**src/rtl/dmach_pkg.sv**
```systemverilog
package dmach_pkg;

    typedef enum logic [1:0] {
        ST_IDLE = 2'd0,
        ST_ARB  = 2'd1,
        ST_RD   = 2'd2,
        ST_WR   = 2'd3
    } dmach_st_e;

    localparam logic [1:0] SEL_SRC = 2'd0;
    localparam logic [1:0] SEL_DST = 2'd1;
    localparam logic [1:0] SEL_CNT = 2'd2;
    localparam logic [1:0] SEL_CTL = 2'd3;

    localparam logic [1:0] RM_AUTO = 2'd0;
    localparam logic [1:0] RM_EXT  = 2'd1;
    localparam logic [1:0] RM_PER  = 2'd2;

    localparam logic [1:0] PM_INC = 2'd1;
    localparam logic [1:0] PM_DEC = 2'd2;

    localparam int TE_BIT = 12;
    localparam int AE_BIT = 13;
    localparam int NF_BIT = 14;
    localparam int CTL_W  = 12;

    typedef struct packed {
        logic       hie;
        logic       ie;
        logic [1:0] dmode;
        logic [1:0] smode;
        logic [1:0] sz;
        logic [1:0] rmode;
        logic       burst;
        logic       en;
    } dmach_ctl_t;

    typedef struct packed {
        logic nf;
        logic ae;
        logic te;
    } dmach_flags_t;

    function automatic logic req_select(logic [1:0] rmode, logic ext, logic per);
        case (rmode)
            RM_AUTO: return 1'b1;
            RM_EXT:  return ext;
            RM_PER:  return per;
            default: return 1'b0;
        endcase
    endfunction

endpackage

```
**src/rtl/dmach_addr_unit.sv**
```systemverilog
module dmach_addr_unit import dmach_pkg::*; #(
    parameter int AW = 32
) (
    input  logic [AW-1:0] addr_i,
    input  logic [1:0]    mode_i,
    input  logic [1:0]    sz_i,
    output logic [AW-1:0] nxt_o,
    output logic          misal_o
);
    logic [AW-1:0] ubytes;

    assign ubytes  = AW'(1) << sz_i;
    assign misal_o = |(addr_i & (ubytes - AW'(1)));

    always_comb begin
        case (mode_i)
            PM_INC:  nxt_o = addr_i + ubytes;
            PM_DEC:  nxt_o = addr_i - ubytes;
            default: nxt_o = addr_i;
        endcase
    end
endmodule

```
**src/rtl/dmach_fsm.sv**
```systemverilog
module dmach_fsm import dmach_pkg::*; (
    input  logic clk,
    input  logic rst,
    input  logic go,
    input  logic req_hit,
    input  logic misal,
    input  logic cnt_zero,
    input  logic cnt_one,
    input  logic burst,
    input  logic bus_gnt,
    output logic set_te,
    output logic set_ae,
    output logic bus_req,
    output logic mem_rd,
    output logic mem_wr
);
    dmach_st_e st, nxt;

    always_comb begin
        nxt    = st;
        set_te = 1'b0;
        set_ae = 1'b0;
        if (!go) begin
            nxt = ST_IDLE;
        end else begin
            case (st)
                ST_IDLE: if (req_hit) begin
                    if (cnt_zero)   set_te = 1'b1;
                    else if (misal) set_ae = 1'b1;
                    else            nxt    = ST_ARB;
                end
                ST_ARB: if (bus_gnt) nxt = ST_RD;
                ST_RD:  nxt = ST_WR;
                ST_WR: begin
                    if (cnt_one) begin
                        set_te = 1'b1;
                        nxt    = ST_IDLE;
                    end else begin
                        nxt = burst ? ST_RD : ST_IDLE;
                    end
                end
                default: nxt = ST_IDLE;
            endcase
        end
    end

    always_ff @(posedge clk) begin
        if (rst) st <= ST_IDLE;
        else     st <= nxt;
    end

    assign bus_req = go && (st != ST_IDLE);
    assign mem_rd  = go && (st == ST_RD);
    assign mem_wr  = go && (st == ST_WR);


    steal_release_chk: assert property (@(posedge clk) disable iff (rst)
        (mem_wr && !burst) |=> !bus_req);


    rd_then_wr_chk: assert property (@(posedge clk) disable iff (rst)
        (mem_rd && $past(go) && go) |-> !$past(mem_wr) || burst);
endmodule

```
**src/rtl/dmach_half.sv**
```systemverilog
module dmach_half #(
    parameter int CW = 16
) (
    input  logic          clk,
    input  logic          rst,
    input  logic          perm,
    input  logic          step,
    input  logic          hie,
    input  logic [CW-1:0] cnt,
    output logic          irq_half
);
    logic [CW-1:0] thr;
    logic          hdone;
    logic          perm_q;

    always_ff @(posedge clk) begin
        if (rst) begin
            thr      <= '0;
            hdone    <= 1'b0;
            perm_q   <= 1'b0;
            irq_half <= 1'b0;
        end else begin
            perm_q   <= perm;
            irq_half <= 1'b0;
            if (perm && !perm_q) begin
                thr   <= cnt >> 1;
                hdone <= 1'b0;
            end else if (step && (cnt - CW'(1)) == thr && !hdone) begin
                hdone    <= 1'b1;
                irq_half <= hie;
            end
        end
    end


    half_single_chk: assert property (@(posedge clk) disable iff (rst)
        irq_half |=> !irq_half);
endmodule

```
**src/rtl/dmach_seq.sv**
```systemverilog
module dmach_seq import dmach_pkg::*; #(
    parameter int AW = 32,
    parameter int DW = 32,
    parameter int CW = 16
) (
    input  logic          clk,
    input  logic          rst,
    input  logic          reg_we,
    input  logic [1:0]    reg_sel,
    input  logic [31:0]   reg_wdata,
    input  logic          glb_en,
    input  logic          ext_req,
    input  logic          per_req,
    input  logic          nmi_evt,
    output logic          bus_req,
    input  logic          bus_gnt,
    output logic          mem_rd,
    output logic          mem_wr,
    output logic [AW-1:0] mem_addr,
    output logic [1:0]    mem_size,
    output logic [DW-1:0] mem_wdata,
    input  logic [DW-1:0] mem_rdata,
    output logic [CW-1:0] cnt_o,
    output logic [2:0]    flags_o,
    output logic          irq_half,
    output logic          irq_end
);
    localparam int NPTR = 2;

    dmach_ctl_t    ctl;
    dmach_flags_t  flg;
    logic [AW-1:0] src, dst;
    logic [CW-1:0] cnt;
    logic [DW-1:0] buf_q;
    logic          perm, go, req_hit, set_te, set_ae, ctl_wr;
    logic [AW-1:0] a_cur [NPTR];
    logic [AW-1:0] a_nxt [NPTR];
    logic [1:0]    a_mode[NPTR];
    logic          a_mis [NPTR];

    assign a_cur[0]  = src;
    assign a_cur[1]  = dst;
    assign a_mode[0] = ctl.smode;
    assign a_mode[1] = ctl.dmode;

    generate
        for (genvar g = 0; g < NPTR; g++) begin : g_ptr
            dmach_addr_unit #(.AW(AW)) u_au (
                .addr_i (a_cur[g]),
                .mode_i (a_mode[g]),
                .sz_i   (ctl.sz),
                .nxt_o  (a_nxt[g]),
                .misal_o(a_mis[g])
            );
        end
    endgenerate

    assign perm    = ctl.en && glb_en && (flg == '0);
    assign go      = perm && !nmi_evt;
    assign req_hit = req_select(ctl.rmode, ext_req, per_req);
    assign ctl_wr  = reg_we && (reg_sel == SEL_CTL);

    dmach_fsm u_fsm (
        .clk     (clk),
        .rst     (rst),
        .go      (go),
        .req_hit (req_hit),
        .misal   (a_mis[0] || a_mis[1]),
        .cnt_zero(cnt == '0),
        .cnt_one (cnt == CW'(1)),
        .burst   (ctl.burst),
        .bus_gnt (bus_gnt),
        .set_te  (set_te),
        .set_ae  (set_ae),
        .bus_req (bus_req),
        .mem_rd  (mem_rd),
        .mem_wr  (mem_wr)
    );

    dmach_half #(.CW(CW)) u_half (
        .clk     (clk),
        .rst     (rst),
        .perm    (perm),
        .step    (mem_wr),
        .hie     (ctl.hie),
        .cnt     (cnt),
        .irq_half(irq_half)
    );

    always_ff @(posedge clk) begin
        if (rst) begin
            ctl   <= '0;
            flg   <= '0;
            src   <= '0;
            dst   <= '0;
            cnt   <= '0;
            buf_q <= '0;
        end else begin
            if (mem_rd) buf_q <= mem_rdata;
            if (mem_wr) begin
                cnt <= cnt - CW'(1);
                src <= a_nxt[0];
                dst <= a_nxt[1];
            end
            flg.te <= (ctl_wr ? (flg.te & reg_wdata[TE_BIT]) : flg.te) | set_te;
            flg.ae <= (ctl_wr ? (flg.ae & reg_wdata[AE_BIT]) : flg.ae) | set_ae;
            flg.nf <= (ctl_wr ? (flg.nf & reg_wdata[NF_BIT]) : flg.nf) | nmi_evt;
            if (reg_we) begin
                case (reg_sel)
                    SEL_SRC: src <= reg_wdata[AW-1:0];
                    SEL_DST: dst <= reg_wdata[AW-1:0];
                    SEL_CNT: cnt <= reg_wdata[CW-1:0];
                    default: ctl <= dmach_ctl_t'(reg_wdata[CTL_W-1:0]);
                endcase
            end
        end
    end

    assign mem_addr  = mem_rd ? src : dst;
    assign mem_size  = ctl.sz;
    assign mem_wdata = buf_q;
    assign cnt_o     = cnt;
    assign flags_o   = flg;
    assign irq_end   = flg.te && ctl.ie;


    gate_open_chk: assert property (@(posedge clk) disable iff (rst)
        (mem_rd || mem_wr) |-> (ctl.en && glb_en && flg == '0));


    count_step_chk: assert property (@(posedge clk) disable iff (rst)
        (mem_wr && !reg_we) |=> (cnt == $past(cnt) - CW'(1)));


    nmi_sticky_chk: assert property (@(posedge clk) disable iff (rst)
        nmi_evt |=> flg.nf);


    align_nobus_chk: assert property (@(posedge clk) disable iff (rst)
        $rose(flg.ae) |-> !$past(bus_req));
endmodule

```
**config.mk**
```make
export PLATFORM = sky130hd
export DESIGN_NAME = dmach_seq
export DESIGN_NICKNAME = d
export VERILOG_FILES = /design/src/rtl/dmach_pkg.sv /design/src/rtl/dmach_addr_unit.sv /design/src/rtl/dmach_fsm.sv /design/src/rtl/dmach_half.sv /design/src/rtl/dmach_seq.sv
export SDC_FILE = /design/constraint.sdc
export NUM_CORES = 1
export LEC_CHECK = 0
export BUFFER_PORTS_ARGS = -buffer_cell sky130_fd_sc_hd__buf_2
export CAP_MARGIN = 10
export CORE_ASPECT_RATIO = 0.7
export CORE_MARGIN = 5
export CORE_UTILIZATION = 50
export DETAILED_ROUTE_END_ITERATION = 12
export PLACE_DENSITY = 0.72
export SYNTH_ARGS = -nofsm -noshare
export SYNTH_HDL_FRONTEND = slang
export SYNTH_SLANG_ARGS = --single-unit
export TNS_END_PERCENT = 5
```
**constraint.sdc**
```tcl
create_clock -name clk -period 4.1 [get_ports clk]
set_input_delay 0.205 -clock clk [delete_from_list [all_inputs] [get_ports clk]]
set_output_delay 0.205 -clock clk [all_outputs]
set_load 0.05 [all_outputs]
```
==> metrics.csv <==
metric;value;unit
cts.sinks;147;
vias;11200;
crit_end;src[24];
tns;0;ns
worst_setup_path_end_kind;flip-flop;
fp-row-count;44;
place_ws;0.340;ns
required;4.46;ns
grt_pass1_wl;54.4;mm
syn_area;10600;um2
clockPowerShare;43.0;%
drt-total-wl;34.8;mm
gr-total-overflow;0;
rr_endpoint;src[24];
r2r_slack;0.27;ns
layout_min_cycle_time;3.83;ns
grt_max_degree;75;
port_buffers;163;
die_x;184;um
synth.most_common_cell;nand2_1;
syn_area_per_cell;7.34;um2
syn-num-nets;1601;
irDropWorstVdd;0.267;mV
synth_edf_count;0;
first_pass_iters;6;
startpoint_type;flip-flop;
grt_antenna_before_repair;0;
cts_tree;yes;
initial_core_util;51.0;%
wl_per_cell;18.7;um
grt_pass1_vias;9747;
finalInstanceArea;12300;um2
drc;0;
antenna_left;0;
maxSlewHeadroom;21.5;%
core_area;20800;um2
ys_seq_elements;147;
hold_path.class;in2reg;
netlist_instances;1447;
combPwrFrac;16.9;%
area_delta_synth_final;15.8;%
p_leak;5.42;nW
maxClockFrequency;261;MHz
setup-violations-final;0;
maxCapViolCount;0;
critPathArrivalTime;4.19;ns
gp_congestion;0.957;
drive_gt1_share;15.3;%
status;finished, final reports clean;
nets;1727;
die_area;24300;um2
postCtsSetupRepairBufs;0;
rr_worst_depth;13;
post_cts_resize_count;0;
rsz0062_at_grt;false;
fin_skew;0.0110;ns
fin_crit_sh;93.3;%
seq_area_frac_synth;27.7;%
p_per_area;311;nW/um2
ys_async_sr_fraction;0;%
netlist.area_leader.share;27.7;%
dieHeight;132;um
crit_start;mem_size[1];
num_antenna_cells;0;
finalWorstSetupSlack;0.274;ns
dpl.hpwl;25.9;mm
avgViaCountPerCell;6.00;
power.internal;0.00263;W
cts_hold_buf;11;
cp_max_fo;9;
yosysTopAreaCell;dfxtp_1;
cts_made_buffers;17;
placed_cell_area;11600;um2
track_usage;27.5;%
htreeDepth;4;
drt_first_iter_violations;1251;
yosys_warnings;0;
root_buffer;clkbuf_16;
worstSkewPairLatency;0.43;ns
netSwitchingFraction;31.5;%
hold_viol;0;
critPathKind;reg2reg;
io_pins;164;
synth_cell_types;86;
r2r-start;mem_size[1];
cts_buffer_depth;2;
pwr-share-seq;40.2;%
path_clk_slew;0.07;ns
ys_top_cells_by_count;nand2_1, a21oi_1, dfxtp_1;
p_switching;0.00120;W
synth_ff_type;dfxtp_1;
worst_pin_slew;1.17;ns
synth.area.top_cells;dfxtp_1, nand2_1, ha_1, a21oi_1, nor2_1;
maxSlewViolCount;0;
## state kept, by name (all words and copies together) (netlist names)
register / flops
flags_o: 3
u_half.hdone: 1
u_half.perm_q: 1
mem_size: 2
cnt_o: 16
dst: 32
u_fsm.st: 2
mem_wdata: 32
a_mode: 4
u_half.irq_half: 1
src: 32
ctl: 6
u_half.thr: 15
## layer usage
metal	global-route usage (%)	vias to the layer above	share of wire [%]
li1	-	5418	-
met1	43.1	5250	47
met5	0	-	0
met2	39.5	470	41
met3	4.55	40	10
met4	5.54	0	1.6
## worst max-delay path, stage by stage (launching register included)
cell	delay, ns
dfxtp_1	0.39
or2_2	0.36
ha_1	0.31
mux2i_1	0.13
fa_1	0.46
a21o_1	0.20
a221oi_2	0.42
a211oi_2	0.16
o21ai_2	0.18
a31oi_1	0.16
a2111oi_2	0.40
nor3_1	0.12
mux2_4	0.30
a31oi_1	0.15
## placed cells by master, fill, tap and decap left out, types with 15 or more instances in the layout
master,netlist,layout
a211oi_1,35,35
a21o_1,32,32
a21oi_1,154,154
a311oi_1,32,32
buf_2,3,162
buf_4,3,18
clkbuf_16,0,17
dfxtp_1,147,147
ha_1,78,78
inv_1,30,29
nand2_1,296,295
nand3_1,28,28
nor2_1,139,138
nor3_1,22,22
nor4_1,15,15
o21ai_0,71,71
xnor2_1,47,47
xor2_1,23,23
## worst min path at each step
stage | start | end | slack, ns | cells past startpoint
2_1_floorplan | reg_wdata[19] | dst[19] | 0.33 | 2
3_5_place_dp | ctl[11] | ctl[11] | 0.44 | 2
5_1_grt | mem_rdata[12] | mem_wdata[12] | 0.002 | 3
4_1_cts | mem_rdata[20] | mem_wdata[20] | 0.0002 | 3
3_3_place_gp | mem_wdata[3] | mem_wdata[3] | 0.44 | 2
6_report | mem_rdata[4] | mem_wdata[4] | 0.01 | 3
## power by group through the flow
stage	registers (W)	clock network [W]	logic, W
CTS	0.00153	0.00167	0.000638
global placement	0.00157	0	0.000617
floorplan	0.00157	0	0.000425
global route	0.00154	0.00173	0.000701
finish	0.00154	0.00165	0.000647
detailed placement	0.00157	0	0.000626
## cells by family (layout without fill, tap and decap cells)
kind of cell	after synthesis	count (layout)	share of synthesized area, %
AND/OR/NAND/NOR	590	590	24.6
AO/OA/AOI/OAI	430	430	26.6
flip-flops	147	147	27.7
buffers and inverters	115	254	4.28
adder cells (fa/ha/maj)	80	80	9.57
XOR/XNOR	70	70	5.77
multiplexers	15	15	1.48
## final cells by class
class                           count  area, um2
Tap cell                          276        345
Clock inverter                     15        183
Multi-Input combinational cell   1185       7230
Sequential cell                   147       2940
Inverter                           31        116
Clock buffer                       17        425
Timing Repair Buffer              191       1060
Fill cell                        1974       8510
## metrics by stage
step	util, %	hold slack, ns	total power (W)	std cells
finish	59.1	0.0146	0.00383	1862
global route	59.1	0.00165	0.00397	1862
CTS	59.1	0.000167	0.00384	1862
detailed placement	55.7	0.443	0.00219	1819
global placement	55.7	0.439	0.00218	1819
floorplan	-	0.335	0.00199	1447
Note: power is estimated with default switching activity, not from simulation.
